<file path="src/rtl/bru_pkg.sv">
package bru_pkg;
    localparam int INSN_BYTES = 4;

    typedef enum logic [1:0] {
        LN_PASS     = 2'd0,
        LN_RESOLVED = 2'd1,
        LN_MISPRED  = 2'd2,
        LN_CTRLERR  = 2'd3
    } ln_cls_e;

    function automatic logic is_offender(input ln_cls_e c);
        return (c == LN_MISPRED) || (c == LN_CTRLERR);
    endfunction
endpackage

</file>
<file path="src/rtl/bru_lane_eval.sv">
module bru_lane_eval
    import bru_pkg::*;
#(
    parameter int PC_W = 16
) (
    input  logic            act,
    input  logic            ctrl,
    input  logic            direct,
    input  logic            uncond,
    input  logic            ptaken,
    input  logic [PC_W-1:0] pc,
    input  logic [PC_W-1:0] off,
    input  logic [PC_W-1:0] pnpc,
    output ln_cls_e         cls,
    output logic [PC_W-1:0] npc
);
    logic [PC_W-1:0] fall;
    logic [PC_W-1:0] tgt;

    always_comb begin
        fall = pc + PC_W'(INSN_BYTES);
        tgt  = pc + off;
        cls  = LN_PASS;
        npc  = pnpc;
        if (act && ctrl && direct && uncond) begin
            npc = tgt;
            cls = (tgt != pnpc) ? LN_MISPRED : LN_RESOLVED;
        end else if (act && ptaken && !ctrl) begin
            npc = fall;
            cls = LN_CTRLERR;
        end
    end
endmodule

</file>
<file path="src/rtl/bru_first_hit.sv">
module bru_first_hit #(
    parameter int LANES = 4,
    localparam int IDX_W = (LANES > 1) ? $clog2(LANES) : 1
) (
    input  logic [LANES-1:0] hit_vec,
    output logic             any,
    output logic [IDX_W-1:0] idx
);
    always_comb begin
        any = 1'b0;
        idx = '0;
        for (int i = LANES - 1; i >= 0; i--) begin
            if (hit_vec[i]) begin
                any = 1'b1;
                idx = IDX_W'(i);
            end
        end
    end
endmodule

</file>
<file path="src/rtl/bru_redirect_unit.sv">
module bru_redirect_unit
    import bru_pkg::*;
#(
    parameter int LANES = 4,
    parameter int PC_W  = 16,
    parameter int SEQ_W = 8,
    parameter int TID_W = 1,
    parameter int CNT_W = 16
) (
    input  logic                     clk,
    input  logic                     rst,
    input  logic [LANES-1:0]         in_vld,
    input  logic [LANES-1:0]         in_skip,
    input  logic [LANES*TID_W-1:0]   in_tid,
    input  logic [LANES*SEQ_W-1:0]   in_seq,
    input  logic [LANES*PC_W-1:0]    in_pc,
    input  logic [LANES*PC_W-1:0]    in_off,
    input  logic [LANES-1:0]         in_ctrl,
    input  logic [LANES-1:0]         in_direct,
    input  logic [LANES-1:0]         in_uncond,
    input  logic [LANES-1:0]         in_ptaken,
    input  logic [LANES*PC_W-1:0]    in_pnpc,
    input  logic [LANES-1:0]         in_nosrc,
    input  logic [(1<<TID_W)-1:0]    thr_hold,
    output logic [LANES-1:0]         out_vld,
    output logic [LANES*PC_W-1:0]    out_npc,
    output logic [LANES-1:0]         out_rdy,
    output logic [LANES-1:0]         out_kill,
    output logic                     rd_valid,
    output logic [TID_W-1:0]         rd_tid,
    output logic [SEQ_W-1:0]         rd_seq,
    output logic [PC_W-1:0]          rd_npc,
    output logic                     rd_taken,
    output logic                     rd_ctrl_err,
    output logic [(1<<TID_W)-1:0]    fe_unblock,
    output logic [CNT_W-1:0]         cnt_resolved,
    output logic [CNT_W-1:0]         cnt_mispred
);
    localparam int NTHR  = 1 << TID_W;
    localparam int IDX_W = (LANES > 1) ? $clog2(LANES) : 1;
    localparam int NRS_W = $clog2(LANES + 1);

    typedef struct packed {
        logic             valid;
        logic [TID_W-1:0] tid;
        logic [SEQ_W-1:0] seq;
        logic [PC_W-1:0]  npc;
        logic             taken;
        logic             ctrl_err;
    } redirect_t;

    logic [LANES-1:0] act;
    logic [LANES-1:0] hit_vec;
    ln_cls_e          cls  [LANES];
    logic [PC_W-1:0]  npc_w[LANES];

    assign act = in_vld & ~in_skip;

    for (genvar g = 0; g < LANES; g++) begin : g_lane
        bru_lane_eval #(.PC_W(PC_W)) u_eval (
            .act   (act[g]),
            .ctrl  (in_ctrl[g]),
            .direct(in_direct[g]),
            .uncond(in_uncond[g]),
            .ptaken(in_ptaken[g]),
            .pc    (in_pc[g*PC_W +: PC_W]),
            .off   (in_off[g*PC_W +: PC_W]),
            .pnpc  (in_pnpc[g*PC_W +: PC_W]),
            .cls   (cls[g]),
            .npc   (npc_w[g])
        );
        assign hit_vec[g] = is_offender(cls[g]);
    end

    logic             hit;
    logic [IDX_W-1:0] hidx;

    bru_first_hit #(.LANES(LANES)) u_pick (
        .hit_vec(hit_vec),
        .any    (hit),
        .idx    (hidx)
    );

    logic [LANES-1:0] fwd, kill;
    logic [NRS_W-1:0] nres;
    redirect_t        rd_n;
    logic [PC_W-1:0]  off_pc;
    logic [NTHR-1:0]  unblk_n;

    always_comb begin
        rd_n.valid    = hit;
        rd_n.tid      = in_tid[hidx*TID_W +: TID_W];
        rd_n.seq      = in_seq[hidx*SEQ_W +: SEQ_W];
        rd_n.npc      = npc_w[hidx];
        off_pc        = in_pc[hidx*PC_W +: PC_W];
        rd_n.taken    = rd_n.npc != (off_pc + PC_W'(INSN_BYTES));
        rd_n.ctrl_err = cls[hidx] == LN_CTRLERR;
        unblk_n       = hit ? (thr_hold & (NTHR'(1) << rd_n.tid)) : '0;
        nres          = '0;
        for (int i = 0; i < LANES; i++) begin
            logic after;
            after   = hit && (i > int'(hidx));
            fwd[i]  = act[i] && !after;
            kill[i] = act[i] && after
                      && (in_tid[i*TID_W +: TID_W] == rd_n.tid)
                      && (in_seq[i*SEQ_W +: SEQ_W] > rd_n.seq);
            if (fwd[i] && (cls[i] == LN_RESOLVED || cls[i] == LN_MISPRED))
                nres = nres + NRS_W'(1);
        end
    end

    always_ff @(posedge clk) begin
        if (rst) begin
            out_vld      <= '0;
            out_npc      <= '0;
            out_rdy      <= '0;
            out_kill     <= '0;
            rd_valid     <= 1'b0;
            rd_tid       <= '0;
            rd_seq       <= '0;
            rd_npc       <= '0;
            rd_taken     <= 1'b0;
            rd_ctrl_err  <= 1'b0;
            fe_unblock   <= '0;
            cnt_resolved <= '0;
            cnt_mispred  <= '0;
        end else begin
            out_vld  <= fwd;
            out_rdy  <= fwd & in_nosrc;
            out_kill <= kill;
            for (int i = 0; i < LANES; i++)
                out_npc[i*PC_W +: PC_W] <= fwd[i] ? npc_w[i] : '0;
            rd_valid     <= rd_n.valid;
            rd_tid       <= hit ? rd_n.tid : '0;
            rd_seq       <= hit ? rd_n.seq : '0;
            rd_npc       <= hit ? rd_n.npc : '0;
            rd_taken     <= hit && rd_n.taken;
            rd_ctrl_err  <= hit && rd_n.ctrl_err;
            fe_unblock   <= unblk_n;
            cnt_resolved <= cnt_resolved + CNT_W'(nres);
            cnt_mispred  <= cnt_mispred + CNT_W'(hit);
        end
    end
endmodule

</file>
<file path="config.mk">
export PLATFORM = sky130hd
export DESIGN_NAME = bru_redirect_unit
export DESIGN_NICKNAME = d
export VERILOG_FILES = /design/src/rtl/bru_pkg.sv /design/src/rtl/bru_lane_eval.sv /design/src/rtl/bru_first_hit.sv /design/src/rtl/bru_redirect_unit.sv
export SDC_FILE = /design/constraint.sdc
export NUM_CORES = 1
export LEC_CHECK = 0
export BUFFER_PORTS_ARGS = -buffer_cell sky130_fd_sc_hd__buf_2
export CORE_MARGIN = 2
export CORE_UTILIZATION = 45
export CTS_CLUSTER_DIAMETER = 120
export CTS_CLUSTER_SIZE = 25
export DETAILED_ROUTE_END_ITERATION = 12
export GPL_ROUTABILITY_DRIVEN = 0
export HOLD_SLACK_MARGIN = 0.03
export PLACE_DENSITY = 0.74
export SLEW_MARGIN = 10
export SYNTH_ARGS = -nofsm -noshare
export SYNTH_HDL_FRONTEND = slang
export SYNTH_HIERARCHICAL = 1
export SYNTH_SLANG_ARGS = --single-unit
</file>
<file path="constraint.sdc">
create_clock -name clk -period 8.1 [get_ports clk]
set_input_delay 0.405 -clock clk [delete_from_list [all_inputs] [get_ports clk]]
set_output_delay 0.405 -clock clk [all_outputs]
set_load 0.005 [all_outputs]
</file>
# After elaboration in Yosys (flattened, before gate mapping)
# Cells that the tools add are included.
dict set report word_totals {
  register_bits 138
  wordCells 172
  output_inout_bits 138
  in_bits 260
}
dict set report classes {
  n_eq_ne 21
  magnitude_cmp 7
  bitwise 10
  n_addsub 14
  shift 4
  mux 38
  reduce_logical 61
}
# operator count
set ops {}
lappend ops {{$mux W16} 10}
lappend ops {{$add A16 B3 Y16 const B} 5}
lappend ops {{$ne A16 B16 Y1} 5}
lappend ops {{$add A16 B16 Y16} 4}
lappend ops {{$shiftx A64 B7 Y16} 1}
lappend ops {{$logic_and A1 B1 Y1} 41}
lappend ops {{$mux W2} 19}
lappend ops {{$bmux W16 S2} 1}
lappend ops {{$shiftx A32 B6 Y8} 1}
lappend ops {{$gt A8 B8 Y1} 3}
lappend ops {{$eq A2 B2 Y1 const B} 9}
lappend ops {{$add A16 B1 Y16} 1}
lappend ops {{$add A16 B3 Y16} 1}
lappend ops {{$reduce_or A2 Y1} 5}
lappend ops {{$and A4 B4 Y4} 2}
lappend ops {{$eq A2 B1 Y1 const B} 4}
lappend ops {{$logic_or A1 B1 Y1} 8}
lappend ops {{$logic_not A1 Y1} 7}
lappend ops {{$add A3 B1 Y3 const B} 2}
lappend ops {{$mux W3} 2}
lappend ops {{$mux W1} 5}
lappend ops {{$not A1 Y1} 5}
lappend ops {{$bmux W2 S2} 1}
lappend ops {{$gt A2 B2 Y1 const A} 2}
lappend ops {{other kinds (9)} 11}

# Longest topological paths before layout
# Gate-level depths: netlist of run 1.
dict set report depth {
  word_depth 23
  depth_mapped 38
  depth_no_buf 33
}

# Modules after synthesis
# The synthesis of run 1 kept the hierarchy.
# module area_per_inst_um2 n_inst cells_per_inst seq_area_each_um2
set modules_own_cells {}
lappend modules_own_cells {bru_redirect_unit 6678.9 1 622 2742.6}
lappend modules_own_cells {{bru_lane_eval (g_lane[0].u_eval ...)} 1824.2 3 259 0.0}
lappend modules_own_cells {{bru_lane_eval (g_lane[1].u_eval)} 1815.5 1 258 0.0}
lappend modules_own_cells {bru_first_hit 35.0 1 7 0.0}

# Worst setup path before layout of run 1
# No wires, ideal clock.
dict set report synth_timing {
  kind {input -> register}
  startpoint {input port in_pc[0]}
  endpoint {register cnt_resolved[15]}
  required_time_ps 7972
  stages 33
  setup_slack_ps 1034
  arrival_time_ps 6938
  path_cell_list {ha_1 -> inv_1 -> fa_1 -> nor2b_1 -> o221ai_1 -> a2111oi_0 -> a211oi_2 -> xnor2_1 -> a2111oi_2 -> nand4_1 -> o21bai_1 -> inv_1 -> ha_1 -> or2_2 -> nor3_1 -> buf_1 -> buf_1 -> nand2b_1 -> o21ai_0 -> or2_2 -> inv_1 -> ha_1 -> xor2_1 -> ha_1 -> mux2_2 -> ha_1 -> a21o_1 -> a21oi_1 -> nor2b_1 -> and4_1 -> nand3_1 -> xor2_1 -> nor2_1}
}
# element line
set synth_lines {}
lappend synth_lines {{from (decl)} bru_redirect_unit.sv:16} ;# input logic [LANES*PC_W-1:0] in_pc,
lappend synth_lines {{to (signal assigned)} bru_redirect_unit.sv:140} ;# cnt_resolved <= cnt_resolved + CNT_W'(nres);
lappend synth_lines {{to (decl)} bru_redirect_unit.sv:36} ;# output logic [CNT_W-1:0] cnt_resolved,

==> metrics, run 1 <==
status=finished, final reports clean; Synth Area in Simple Gates=0.241; Hold Buf Count CTS=0; core area=30,600 um2; cell family with most CP delay=simple AND/OR/NAND/NOR gates; layout cells sized above 1=0.258; Crit path arrival time=7.27 ns; post-synthesis xor/xnor area fraction=0.128; row count=64; largest net degree at the start of global routing=50; Post-synth EDFFs=0; Finish-stage setup viols=0; hpwl dp=44,300 um; synth top area cells=dfxtp_1 (20%), ha_1 (9.5%), xnor2_1 (5.9%); final worst-path setup slack=1.13 ns; CTS root buf=clkbuf_16; post-synthesis cell type count=80; post-synthesis mux area share=0.0830; Crit Path Class=input port to flip-flop; Max H-tree Level=4; Pre-Repair DR Iteration Count=6; r2r setup slk=6.22 ns; min Tclk post-route=6.97 ns; Crit path required time=8.40 ns; worst hold margin=0.176 ns; Max-Slew Margin vs Limit=0.234; first-pass GRT wire length=79,400 um; CP most frequent cell=ha_1; Final Util=0.548; syn nets=2,035; Buf+Inv Stages, Crit Path=4; adder-cell area share of the yosys netlist=0.102; maximum fanout along the worst path=6; setup TNS=0 ns; slowest CP cell=fa_1; total wire length=53,000 um; port bufs=396; worst r2r path cells=8; Levels on crit path=33; initial drt markers=1,344; setup bufs post-CTS=0; vias in the first global route=14,073; Slew Viols, Final=0; Synth area leader=dfxtp_1; area grow syn2layout=19.7%; endpoints failing hold=0; cell count after synthesis=1,664; num ports=398; final critical-path share of the clock period=0.861; effective utilization at floorplan=0.458; most frequent cells in the layout=buf_2 (396), nand2_1 (146), dfxtp_1 (137); Syn Area/Cell=8.41 um2; net total in the final layout=2,386; dominant synthesized flop cell=dfxtp_1; post-synthesis sequential area ratio=0.196; Fill cells=2,837; Synth Warn #=6; Chip Height=180 um; largest family of logic cells by synthesized area=simple AND/OR/NAND/NOR gates; crit-path max cell delay=0.48 ns; worst slew pin tran=1.14 ns; Die Footprint=32,500 um2; Critical Path Start Type=input port; Global Route Usage Sum=0.313; Vias/cell=6.13; Pleak=7.47 nW; Antenna Nets Post-Route=0; ys async rst share=0; worst skew pair latency=0.43 ns; initial antenna violation count=3; Hold Crit Class=input port to flip-flop; DR vias=14,873; drc violations=0; VDD IR max=0.105 mV; Worst-path clk slew=0.07 ns; Num CTS Buffers=17; dpl ws=0.782 ns; RSZ-0062 raised after global routing=false; GRT overflow=0; crit end category=flip-flop; Compound-Gate Fraction of Synth Area=0.207; max cap viols=0; f_max=143 MHz; register area=2740 um2; Max clock buf depth=2; Min-Delay Path Depth=2; skew final=0.00679 ns; register bit count reported by yosys=137; CTS tree=built; Mapped Area=14,000 um2; area of the multi-input gates=10,700 um2; Resized Gates After CTS=0; WL/cell=21.9 um; Die X=180 um; clk sinks=137; most common cell after layout, fill and taps aside=buf_2; Synth top area share=0.196; Pwr per Cell Area=146 nW/um2
==> flip-flops by register name, summed over array words and instances (netlist names) <==
register      cells
rd_ctrl_err       1
rd_seq            8
rd_valid          1
rd_taken          1
out_kill          3
out_vld           4
fe_unblock        2
out_rdy           4
cnt_resolved     16
rd_npc           16
cnt_mispred      16
rd_tid            1
out_npc          64
==> cell type report <==
class,count,area share
Inverter,43,0.00963
Clock inverter,15,0.0104
Antenna cell,2,0.000299
Sequential cell,137,0.164
Clock buffer,17,0.0254
Multi-Input combinational cell,1408,0.637
Timing Repair Buffer,408,0.124
Tap cell,396,0.0296
==> routing by layer <==
layer / share of wire / up-vias / GRT usage
met5: 0.00045 / - / 0
met4: 0.061 / 4 / 0.184
met3: 0.10 / 188 / 0.0691
met2: 0.46 / 861 / 0.518
met1: 0.37 / 6964 / 0.374
li1: - / 6856 / -
==> cells in the mapped netlist, types with 6 or more instances <==
| cell type | instances |
|---|---|
| or3_1 | 26 |
| buf_4 | 7 |
| or2_1 | 7 |
| mux2_2 | 7 |
| nand3_1 | 64 |
| o211a_1 | 6 |
| buf_2 | 11 |
| o21ai_0 | 125 |
| nand2_1 | 146 |
| o22ai_1 | 10 |
| xnor2_1 | 95 |
| clkbuf_1 | 41 |
| and2_1 | 96 |
| dfxtp_1 | 137 |
| nor4_1 | 13 |
| mux4_1 | 20 |
| o2111ai_1 | 8 |
| mux4_2 | 19 |
| o211ai_1 | 55 |
| a21oi_1 | 68 |
| nand3b_1 | 6 |
| nor3_1 | 23 |
| xor2_1 | 63 |
| a2111oi_2 | 7 |
| o21a_1 | 12 |
| a31oi_1 | 11 |
| nand4_1 | 40 |
| a211oi_1 | 18 |
| a211oi_2 | 6 |
| xnor3_1 | 13 |
| ha_1 | 106 |
| mux2i_1 | 13 |
| a211o_1 | 6 |
| a21o_1 | 38 |
| and3_1 | 22 |
| buf_6 | 9 |
| nor2b_1 | 21 |
| inv_1 | 43 |
| nor2_1 | 103 |
| nand2b_1 | 29 |
| and4_1 | 12 |
| or2_2 | 9 |
==> power breakdown <==
part / total [mW] / switching, mW / internal [mW]
Combinational: 0.956 / 0.543 / 0.413
Sequential: 0.708 / 0.0110 / 0.697
Clock: 0.781 / 0.364 / 0.416
==> cells by family (layout without fill, tap and decap cells) <==
group	Yosys count	in the layout
AOI/OAI and AO/OA	420	420
xor gates and xnor gates	176	176
adders and majority gates	111	111
buffers and inverters	119	483
DFF	137	137
muxes	59	59
other	1	3
and+or+nand+nor	641	641
==> worst paths after layout <==
kind,endpoint,startpoint
worst max-delay path,cnt_resolved[15]$_SDFF_PP0_,in_pc[48]
worst min-delay path,out_rdy[0]$_SDFF_PP0_,in_nosrc[0]
worst max register to register,cnt_resolved[15]$_SDFF_PP0_,cnt_resolved[1]$_SDFF_PP0_
worst min register to register,cnt_mispred[10]$_SDFF_PP0_,cnt_mispred[10]$_SDFF_PP0_
==> stage by stage <==
stage               area, um2  instances  power (mW)
floorplan               14000       1664        1.37
global placement        16200       2392        1.63
detailed placement      16200       2392        1.65
CTS                     16700       2424        2.44
global route            16800       2425        2.57
finish                  16800       2426        2.44
==> worst register-to-register path, stage by stage, from the launching register on <==
cell and delay, ns:
dfxtp_1 0.36, ha_1 0.30, a21o_1 0.10, a21oi_1 0.07, nor2b_1 0.32, and4_1 0.29
nand3_1 0.10, xor2_1 0.15, nor2_1 0.05
No activity file was read; power rests on OpenSTA's default activity.
==> run 2: changes to the inputs <==
Clock period 8.1 ns to 6.91 ns, I/O delays scaled along.
==> run 2 against run 1 <==
Compared with the run above:
- first-iteration DRC count fell by 13%
- final cell count increased by 0.78%
- final area grew 1.0%
- non-clock buffer count increased by 17
- sequential power increased by 17%
- core utilization up 0.57 points
- total power is 20% higher
- routed wire length shrank 0.78%
- sequential share of layout area fell by 0.17 points
==> metrics, run 2 (synthesis results as in run 1) <==
status=finished, final reports clean; Final Cell Area=16,900 um2; initial drt markers=1,175; Non-Filler Instances=2,445; skew final=0.00306 ns; cell family with most CP delay=compound AO/OA/AOI/OAI gates; hpwl dp=44,000 um; Levels on crit path=26; row count=64; Pleak=7.57 nW; Critical Path Start Type=input port; Die X=180 um; area grow syn2layout=20.9%; effective utilization at floorplan=0.458; placed cells=2,409; CP most frequent cell=ha_1; final critical-path share of the clock period=0.933; Buf+Inv Stages, Crit Path=4; Resized Gates After CTS=0; Finish-stage setup viols=0; net total in the final layout=2,403; Die Footprint=32,500 um2; Hold Crit Class=input port to flip-flop; f_max=155 MHz; Max-Slew Margin vs Limit=0.230; worst r2r path cells=7; Global Route Usage Sum=0.306; most frequent cells in the layout=buf_2 (396), nand2_1 (146), dfxtp_1 (137); maximum fanout along the worst path=50; Worst-path clk slew=0.06 ns; area of the multi-input gates=10,700 um2; slowest CP cell=mux4_1; VDD IR max=0.172 mV; Num CTS Buffers=17; Most flops, register=out_npc; min Tclk post-route=6.44 ns; clk sinks=137; placed cell area=16,300 um2; Antenna Nets Post-Route=0; CTS root buf=clkbuf_16; Fill cells=2,830; Min-Delay Path Depth=2; largest net degree at the start of global routing=51; total wire length=52,600 um; crit-path max cell delay=0.75 ns; Chip Height=180 um; WL/cell=21.5 um; CTS tree=built; core area=30,600 um2; GRT overflow=0; register area=2740 um2; first-pass GRT wire length=76,900 um; worst slew pin tran=1.15 ns; drc violations=0; Crit path required time=7.19 ns; num ports=398; port bufs=396; Pwr per Cell Area=173 nW/um2; Hold Buf Count CTS=0; most common cell after layout, fill and taps aside=buf_2; Pre-Repair DR Iteration Count=5; initial antenna violation count=5; Crit path arrival time=6.73 ns; layout cells sized above 1=0.265; worst skew pair latency=0.44 ns; Slew Viols, Final=0; DR vias=14,901; vias in the first global route=13,680; Crit Path Class=input port to flip-flop; Max H-tree Level=4; Max clock buf depth=2; crit end category=flip-flop; Vias/cell=6.09; max cap viols=0; setup bufs post-CTS=0; Largest register FFs=64; endpoints failing hold=0; setup TNS=0 ns; RSZ-0062 raised after global routing=false
==> run 2: cell count changes in the layout (fill, tap and decap cells not counted), sizes merged <==
cell    change
buf        +17
diode       +2
inv         -1
clkinv      -1
bufinv      +2
==> run 2: worst reg2reg max path, cell delays in order (launching register included) <==
cell     delay (ns)
dfxtp_1        0.44
and4_1         0.25
and2_1         0.17
and3_1         0.25
and4_1         0.24
nand3_1        0.10
xor2_1         0.15
nor2_1         0.05
==> run 2: final cells by class <==
cell class                      instances  share of cell area
Antenna cell                            4            0.000591
Clock buffer                           17              0.0251
Multi-Input combinational cell       1408               0.631
Tap cell                              396              0.0293
Timing Repair Buffer                  425               0.131
Inverter                               43             0.00953
Clock inverter                         15              0.0119
Sequential cell                       137               0.162
==> run 2: per-layer routing <==
| layer | vias to the layer above | wire (um) | track usage |
|---|---|---|---|
| li1 | 6891 | - | - |
| met1 | 6914 | 20400 | 0.373 |
| met2 | 876 | 23700 | 0.498 |
| met3 | 218 | 4880 | 0.0542 |
| met4 | 2 | 3670 | 0.195 |
| met5 | - | 13 | 0 |
==> run 2: per-stage QoR <==
stage	setup slack, ns	hold WS [ns]	total power, mW	util
after floorplan	0.0000555	0.459	1.60	-
final	0.466	0.115	2.92	0.553
after detailed placement	0.0380	0.492	1.95	0.533
after global routing	0.0146	0.110	3.06	0.553
after global placement	0.272	0.483	1.92	0.533
after CTS	0.489	0.102	2.91	0.553
==> run 2: where the power goes <==
group | switching, mW | internal, mW | leakage (nW) | total, mW
Clock | 0.411 | 0.553 | 0.300 | 0.964
Combinational | 0.635 | 0.494 | 6.16 | 1.13
Sequential | 0.0130 | 0.817 | 1.11 | 0.830
Total | 1.06 | 1.86 | 7.57 | 2.92
==> run 2: worst paths after layout <==
| path | start | end | slack [ns] |
|---|---|---|---|
| max | in_pc[32] | rd_taken$_SDFF_PP0_ | 0.47 |
| min | in_nosrc[2] | out_rdy[2]$_SDFF_PP0_ | 0.12 |
| max reg2reg | cnt_resolved[4]$_SDFF_PP0_ | cnt_resolved[15]$_SDFF_PP0_ | 5.14 |
| min reg2reg | cnt_mispred[7]$_SDFF_PP0_ | cnt_mispred[7]$_SDFF_PP0_ | 0.50 |
